**src/rtl/pf_pkg.sv**
```systemverilog
package pf_pkg;
  localparam int NBUF = 2;
  typedef enum logic [1:0] {
    PF_IDLE = 2'd0,
    PF_REQ  = 2'd1,
    PF_FILL = 2'd2
  } pf_state_e;
endpackage

```
**src/rtl/pf_bank.sv**
```systemverilog
module pf_bank #(
  parameter int AW    = 16,
  parameter int DW    = 32,
  parameter int BURST = 4
) (
  input  logic                     clk,
  input  logic                     rst_n,
  input  logic [AW-1:0]            lk_addr,
  output logic                     lk_hit,
  output logic [DW-1:0]            lk_data,
  input  logic                     fill_start,
  input  logic [AW-$clog2(BURST)-1:0] fill_blk,
  input  logic                     fill_we,
  input  logic [$clog2(BURST)-1:0] fill_idx,
  input  logic [DW-1:0]            fill_data,
  input  logic                     snoop_valid,
  input  logic [AW-1:0]            snoop_addr
);
  localparam int OFFW = $clog2(BURST);
  localparam int BLKW = AW - OFFW;

  logic [BLKW-1:0]  base_q;
  logic [BURST-1:0] valid_q;
  logic [DW-1:0]    word_q [BURST];

  logic snoop_match;
  assign snoop_match = snoop_valid && (snoop_addr[AW-1:OFFW] == base_q);

  assign lk_hit  = (lk_addr[AW-1:OFFW] == base_q) && valid_q[lk_addr[OFFW-1:0]];
  assign lk_data = word_q[lk_addr[OFFW-1:0]];

  // Tag and valid vector; a snoop clear is applied last so it wins over a fill.
  always_ff @(posedge clk or negedge rst_n) begin
    if (!rst_n) begin
      base_q  <= '0;
      valid_q <= '0;
    end else begin
      if (fill_start) begin
        base_q  <= fill_blk;
        valid_q <= '0;
      end
      if (fill_we) valid_q[fill_idx] <= 1'b1;
      if (snoop_match) valid_q[snoop_addr[OFFW-1:0]] <= 1'b0;
    end
  end

  always_ff @(posedge clk) begin
    if (fill_we) word_q[fill_idx] <= fill_data;
  end

  AST_SNOOP_CLEAR: assert property (@(posedge clk) disable iff (!rst_n)
    (snoop_match && !fill_start) |=> !valid_q[$past(snoop_addr[OFFW-1:0])]);

  AST_FILL_SETS: assert property (@(posedge clk) disable iff (!rst_n)
    (fill_we && !snoop_match) |=> valid_q[$past(fill_idx)]);
endmodule

```
**src/rtl/pf_ctrl.sv**
```systemverilog
module pf_ctrl
  import pf_pkg::*;
#(
  parameter int AW    = 16,
  parameter int DW    = 32,
  parameter int BURST = 4
) (
  input  logic                          clk,
  input  logic                          rst_n,
  input  logic                          rq_valid,
  input  logic [AW-1:0]                 rq_addr,
  output logic                          rq_ready,
  input  logic                          rs_ready,
  output logic                          rs_valid,
  output logic [DW-1:0]                 rs_data,
  input  logic [NBUF-1:0]               hit,
  input  logic [NBUF-1:0][DW-1:0]       bdata,
  output logic                          mem_req_valid,
  input  logic                          mem_req_ready,
  output logic [AW-1:0]                 mem_req_addr,
  input  logic                          mem_rd_valid,
  input  logic [DW-1:0]                 mem_rd_data,
  output logic [NBUF-1:0]               fill_start,
  output logic [NBUF-1:0]               fill_we,
  output logic [AW-$clog2(BURST)-1:0]   fill_blk,
  output logic [$clog2(BURST)-1:0]      fill_idx,
  output logic [DW-1:0]                 fill_data
);
  localparam int OFFW = $clog2(BURST);
  localparam logic [OFFW-1:0] LAST = OFFW'(BURST - 1);

  pf_state_e         state_q;
  logic [AW-1:0]     miss_q;
  logic [OFFW-1:0]   beat_q;
  logic              ptr_q;
  logic              rsv_q;
  logic [DW-1:0]     rsd_q;

  logic              accept, any_hit, beat_take, want_word;
  logic [DW-1:0]     hit_data;

  assign rq_ready      = (state_q == PF_IDLE) && !rsv_q;
  assign accept        = rq_valid && rq_ready;
  assign rs_valid      = rsv_q;
  assign rs_data       = rsd_q;
  assign mem_req_valid = (state_q == PF_REQ);
  assign mem_req_addr  = {miss_q[AW-1:OFFW], {OFFW{1'b0}}};
  assign fill_blk      = miss_q[AW-1:OFFW];
  assign fill_idx      = beat_q;
  assign fill_data     = mem_rd_data;
  assign beat_take     = (state_q == PF_FILL) && mem_rd_valid;
  assign want_word     = beat_take && (beat_q == miss_q[OFFW-1:0]);

  // Buffer 0 is preferred when both hold the word.
  always_comb begin
    any_hit  = 1'b0;
    hit_data = '0;
    for (int b = 0; b < NBUF; b++) begin
      if (hit[b] && !any_hit) begin
        any_hit  = 1'b1;
        hit_data = bdata[b];
      end
    end
  end

  always_comb begin
    fill_start = '0;
    fill_we    = '0;
    fill_start[ptr_q] = (state_q == PF_REQ) && mem_req_ready;
    fill_we[ptr_q]    = beat_take;
  end

  always_ff @(posedge clk or negedge rst_n) begin
    if (!rst_n) begin
      state_q <= PF_IDLE;
      miss_q  <= '0;
      beat_q  <= '0;
      ptr_q   <= 1'b0;
      rsv_q   <= 1'b0;
      rsd_q   <= '0;
    end else begin
      if (rsv_q && rs_ready) rsv_q <= 1'b0;
      unique case (state_q)
        PF_IDLE: begin
          if (accept && any_hit) begin
            rsv_q <= 1'b1;
            rsd_q <= hit_data;
          end else if (accept) begin
            miss_q  <= rq_addr;
            state_q <= PF_REQ;
          end
        end
        PF_REQ: begin
          if (mem_req_ready) begin
            beat_q  <= '0;
            state_q <= PF_FILL;
          end
        end
        PF_FILL: begin
          if (want_word) begin
            rsv_q <= 1'b1;
            rsd_q <= mem_rd_data;
          end
          if (beat_take) begin
            beat_q <= beat_q + 1'b1;
            if (beat_q == LAST) begin
              state_q <= PF_IDLE;
              ptr_q   <= ~ptr_q;
            end
          end
        end
        default: state_q <= PF_IDLE;
      endcase
    end
  end

  AST_REQ_HOLD: assert property (@(posedge clk) disable iff (!rst_n)
    (mem_req_valid && !mem_req_ready) |=> (mem_req_valid && $stable(mem_req_addr)));

  AST_RESP_HOLD: assert property (@(posedge clk) disable iff (!rst_n)
    (rs_valid && !rs_ready) |=> (rs_valid && $stable(rs_data) && !rq_ready));

  AST_PTR_FLIP: assert property (@(posedge clk) disable iff (!rst_n)
    (beat_take && beat_q == LAST) |=> (ptr_q != $past(ptr_q)));
endmodule

```
**src/rtl/rd_prefetch_pair.sv**
```systemverilog
module rd_prefetch_pair
  import pf_pkg::*;
#(
  parameter int AW    = 16,
  parameter int DW    = 32,
  parameter int BURST = 4
) (
  input  logic          clk,
  input  logic          rst_n,
  input  logic          rq_valid,
  output logic          rq_ready,
  input  logic [AW-1:0] rq_addr,
  output logic          rs_valid,
  input  logic          rs_ready,
  output logic [DW-1:0] rs_data,
  input  logic          wr_valid,
  input  logic [AW-1:0] wr_addr,
  output logic          mem_req_valid,
  input  logic          mem_req_ready,
  output logic [AW-1:0] mem_req_addr,
  input  logic          mem_rd_valid,
  input  logic [DW-1:0] mem_rd_data
);
  localparam int OFFW = $clog2(BURST);
  localparam int BLKW = AW - OFFW;

  logic [NBUF-1:0]         hit, fill_start, fill_we;
  logic [NBUF-1:0][DW-1:0] bdata;
  logic [BLKW-1:0]         fill_blk;
  logic [OFFW-1:0]         fill_idx;
  logic [DW-1:0]           fill_data;

  pf_ctrl #(.AW(AW), .DW(DW), .BURST(BURST)) u_ctrl (
    .clk(clk), .rst_n(rst_n),
    .rq_valid(rq_valid), .rq_addr(rq_addr), .rq_ready(rq_ready),
    .rs_ready(rs_ready), .rs_valid(rs_valid), .rs_data(rs_data),
    .hit(hit), .bdata(bdata),
    .mem_req_valid(mem_req_valid), .mem_req_ready(mem_req_ready),
    .mem_req_addr(mem_req_addr),
    .mem_rd_valid(mem_rd_valid), .mem_rd_data(mem_rd_data),
    .fill_start(fill_start), .fill_we(fill_we), .fill_blk(fill_blk),
    .fill_idx(fill_idx), .fill_data(fill_data)
  );

  for (genvar b = 0; b < NBUF; b++) begin : g_bank
    pf_bank #(.AW(AW), .DW(DW), .BURST(BURST)) u_bank (
      .clk(clk), .rst_n(rst_n),
      .lk_addr(rq_addr), .lk_hit(hit[b]), .lk_data(bdata[b]),
      .fill_start(fill_start[b]), .fill_blk(fill_blk),
      .fill_we(fill_we[b]), .fill_idx(fill_idx), .fill_data(fill_data),
      .snoop_valid(wr_valid), .snoop_addr(wr_addr)
    );
  end

  AST_HIT_NO_MEM: assert property (@(posedge clk) disable iff (!rst_n)
    (rq_valid && rq_ready && (|hit)) |=> !mem_req_valid);

  AST_ONE_FILL: assert property (@(posedge clk) disable iff (!rst_n)
    $onehot0(fill_we) && $onehot0(fill_start));

  AST_REQ_ALIGNED: assert property (@(posedge clk) disable iff (!rst_n)
    $rose(mem_req_valid) |-> (mem_req_addr[AW-1:OFFW] == $past(rq_addr[AW-1:OFFW])));
endmodule

```
**config.mk**
```make
export PLATFORM = sky130hd
export DESIGN_NAME = rd_prefetch_pair
export DESIGN_NICKNAME = d
export VERILOG_FILES = /design/src/rtl/pf_pkg.sv /design/src/rtl/pf_bank.sv /design/src/rtl/pf_ctrl.sv /design/src/rtl/rd_prefetch_pair.sv
export SDC_FILE = /design/constraint.sdc
export NUM_CORES = 1
export LEC_CHECK = 0
export ABC_AREA = 1
export BUFFER_PORTS_ARGS = -buffer_cell sky130_fd_sc_hd__clkbuf_2
export CORE_ASPECT_RATIO = 1.2
export CORE_MARGIN = 3
export CORE_UTILIZATION = 50
export DETAILED_ROUTE_END_ITERATION = 10
export PLACE_DENSITY = 0.69
export SKIP_CTS_REPAIR_TIMING = 1
export SLEW_MARGIN = 15
export SYNTH_ARGS = -nofsm -noshare
export SYNTH_HDL_FRONTEND = slang
export SYNTH_SLANG_ARGS = --single-unit
```
**constraint.sdc**
```tcl
create_clock -name clk -period 3.7 [get_ports clk]
set_input_delay 0.185 -clock clk [delete_from_list [all_inputs] [get_ports clk]]
set_output_delay 0.185 -clock clk [all_outputs]
set_load 0.05 [all_outputs]
```
==> results.yml <==
sta:
  max_slew.worst_pin.slew_ns: 1.05
  clock_skew_ns: 0.0201
  period_needed_ns: 2.81
  period_share_pct: 75.9
  finalSetupTns_ns: 0
  fmax_ghz: 0.356
  setup_ws_ns: 0.893
  hold_viol: 58
  rsz0062_at_grt: "no"
  slew_violations: 0
  whs_ns: -0.0165
  setup-violations-final: 0
  worst_slew_margin_rel_pct: 30.0
routing:
  vias: 11300
  antenna_left: 0
  wl_per_cell_um: 19.1
  drt_iter0_markers: 1054
  wl_um: 38900
  route.detailed.drc: 0
  viasPerCell: 5.57
  drt_first_pass_iters: 5
logic_synthesis:
  synth_compound_area_share_pct: 9.42
  syn_inst: 1499
  synth_ff_type: "edfxtp_1"
  synth_area_leaders: "edfxtp_1 50%, dfrtp_1 15%, nand2_1 7.6%, o21ai_0 4.6%, nor2_1 4.3%"
  synth_cell_types: 38
  ys_ff_latch: 346
  yosysSeqAreaShare_pct: 64.3
  async_flop_share_pct: 26.0
  synth_edf_count: 256
  ys_warn_count: 0
  synth.area.mux_share_pct: 0
  synth_xor_area_share_pct: 0.906
  ys_top_cells_by_count: "315 x nand2_1, 256 x edfxtp_1, 179 x nor2_1"
  synth-simple-area-share_pct: 18.8
  syn_area_um2: 15500
  synth_top_cell_by_area: "edfxtp_1"
  syn_avg_cell_area_um2: 10.3
  synth_top_family_by_area: "simple AND/OR/NAND/NOR gates"
  yosys.area.top_type_share_pct: 49.7
  synth_most_common_cell: "nand2_1"
  yosys.area_share.adder_pct: 0.324
worst_setup_path:
  cp_common_cell: "nor2_1"
  crit_start: "u_ctrl.state_q[1]"
  slowest_delay_ns: 0.90
  reg2reg_from: "u_ctrl.state_q[1]"
  crit_required_ns: 3.93
  worstSetupPathType: "reg2reg"
  rrSetupSlack_ns: 0.89
  end_kind: "register"
  cpMaxStageDelayCell: "nor2_4"
  worst_setup_path_start_kind: "register"
  worst-path-max-fanout: 25
  cp_cell_sequence: "inv_1 -> nor2_1 -> inv_2 -> nor2_1 -> nand2_1 -> nor2_4 -> buf_4"
  cp.arrival_ns: 3.04
power:
  p_clk_share_pct: 30.8
  power_frac_seq_pct: 42.4
  leakagePower_uw: 0.00725
  switching_power_uw: 4320
  p_int_uw: 7820
  irDropWorstVdd_v: 0.000437
  comb_power_share_pct: 26.8
  p_per_area_nw_per_um2: 683
  swShare_pct: 35.6
cells_and_area:
  layout-drive-gt1-share_pct: 17.3
  design_area_um2: 17800
  layout.nets: 1690
  area_growth_pct: 14.9
  antenna_cells: 0
  fin_cells: 2033
global_routing:
  grt_pass1_wl_um: 61100
  grt_start_max_net_pins: 79
  antenna_found_initial: 0
  grt-ovfl-total: 0
  grt_pass1_vias: 11200
  grtUsageTotal_pct: 23.1
clocking:
  numClockSinks: 346
  htreeDepth: 2
  root_buffer: "clkbuf_16"
  clock_latency_ns: 0.53
  cts_buffers: 37
  clk_pin_slew_ns: 0.06
  clockBufferDepth: 3
  cts_tree: "done"
floorplanning:
  top_level_ports: 122
  row_count: 69
  fp.dieArea_um2: 33100
  start_util_pct: 51.5
  die-width_um: 167
  die_h_um: 199
  coreArea_um2: 30000
placement:
  port-buffer-count: 119
  postPlaceCellArea_um2: 16300
  detailedPlace.worstSlack_ns: 0.780
  hpwl_um: 22700
  dp_cells: 1938
  gp_congestion: 0.931
min_path:
  worstHoldStart: "mem_rd_data[11]"
  hold_class: "in2reg"
job:
  max_cap_viol_count: 0
run_status:
  status: "finished, violations left"
  failed_checks: "negative hold slack"
critical path: cells and delay by family, from the launching register on:
family | cells | cell delay [ns]
and+or+nand+nor | 4 | 1.75
buffers and inverters | 3 | 0.40
DFF | 1 | 0.36
path summary, 6_finish.rpt:
check,depth (start not counted),endpoint
setup / recovery,7,g_bank[1].u_bank.word_q[3][15]
max in group asynchronous,3,u_ctrl.rs_data[4]
setup reg to reg,7,g_bank[1].u_bank.word_q[3][15]
hold / removal,1,g_bank[0].u_bank.word_q[2][11]
min in group asynchronous,2,u_ctrl.miss_q[12]
hold reg to reg,2,u_ctrl.rs_data[4]
state kept, by name (all words and copies together) (netlist names):
signal                 flops
u_ctrl.rs_data            32
u_ctrl.state_q             2
g_bank.u_bank.valid_q      8
u_ctrl.fill_idx            2
g_bank.u_bank.base_q      28
u_ctrl.miss_q             16
u_ctrl.rs_valid            1
g_bank.u_bank.word_q     256
u_ctrl.ptr_q               1
cells in the final DEF (no fill, tap or decap), types with 4 or more instances in the layout:
cell type      instances
clkbuf_16             38
inv_2                  8
dfrtp_1               90
nand3_2               31
buf_4                 23
nand3_1               84
or2_2                 34
a21oi_1                7
clkbuf_2             117
dlygate4sd3_1         28
o21ai_0              142
nor2_1               170
xnor2_1               12
nor2_4                 9
clkinv_2               6
xor2_1                 4
nand2_1              315
o22ai_1               74
nand4_1                5
o21ai_1               41
clkbuf_1               9
clkinv_1               4
ha_1                   4
bufinv_16              4
edfxtp_1             256
inv_1                103
cell type report:
class | instances | area (um2)
repair buffers | 169 | 1060
flip-flops and latches | 346 | 9940
clock inverters | 18 | 218
inverters | 112 | 423
clock buffers | 49 | 1010
multi-input cells | 949 | 4630
fillers | 2476 | 12300
well taps | 390 | 488
kinds of logic after synthesis:
| family | Yosys count |
|---|---|
| buffers and inverters | 205 |
| XOR/XNOR | 16 |
| AND/OR/NAND/NOR | 658 |
| adder cells (fa/ha/maj) | 4 |
| other | 1 |
| AO/OA/AOI/OAI | 269 |
| flip-flops | 346 |
power by group through the flow:
stage | clock (uW) | combinational [uW] | sequential [uW]
floorplan | 0 | 1890 | 5650
global placement | 0 | 3180 | 5200
detailed placement | 0 | 3220 | 5210
CTS | 3780 | 3240 | 5140
global route | 3930 | 3550 | 5210
finish | 3740 | 3250 | 5150
routing by layer:
layer	up-vias	routed length [um]	track usage, %
met1	5479	15800	29.3
met5	-	0	0
li1	5325	-	-
met3	82	2530	3.84
met4	0	1110	8.56
met2	443	19400	40.1
through the flow:
stage / utilization [%] / power [uW]
floorplan: - / 7540
global placement: 54.1 / 8380
detailed placement: 54.1 / 8430
CTS: 58.2 / 12200
global route: 59.1 / 12700
finish: 59.1 / 12100
(Power assumes the default switching activity.)
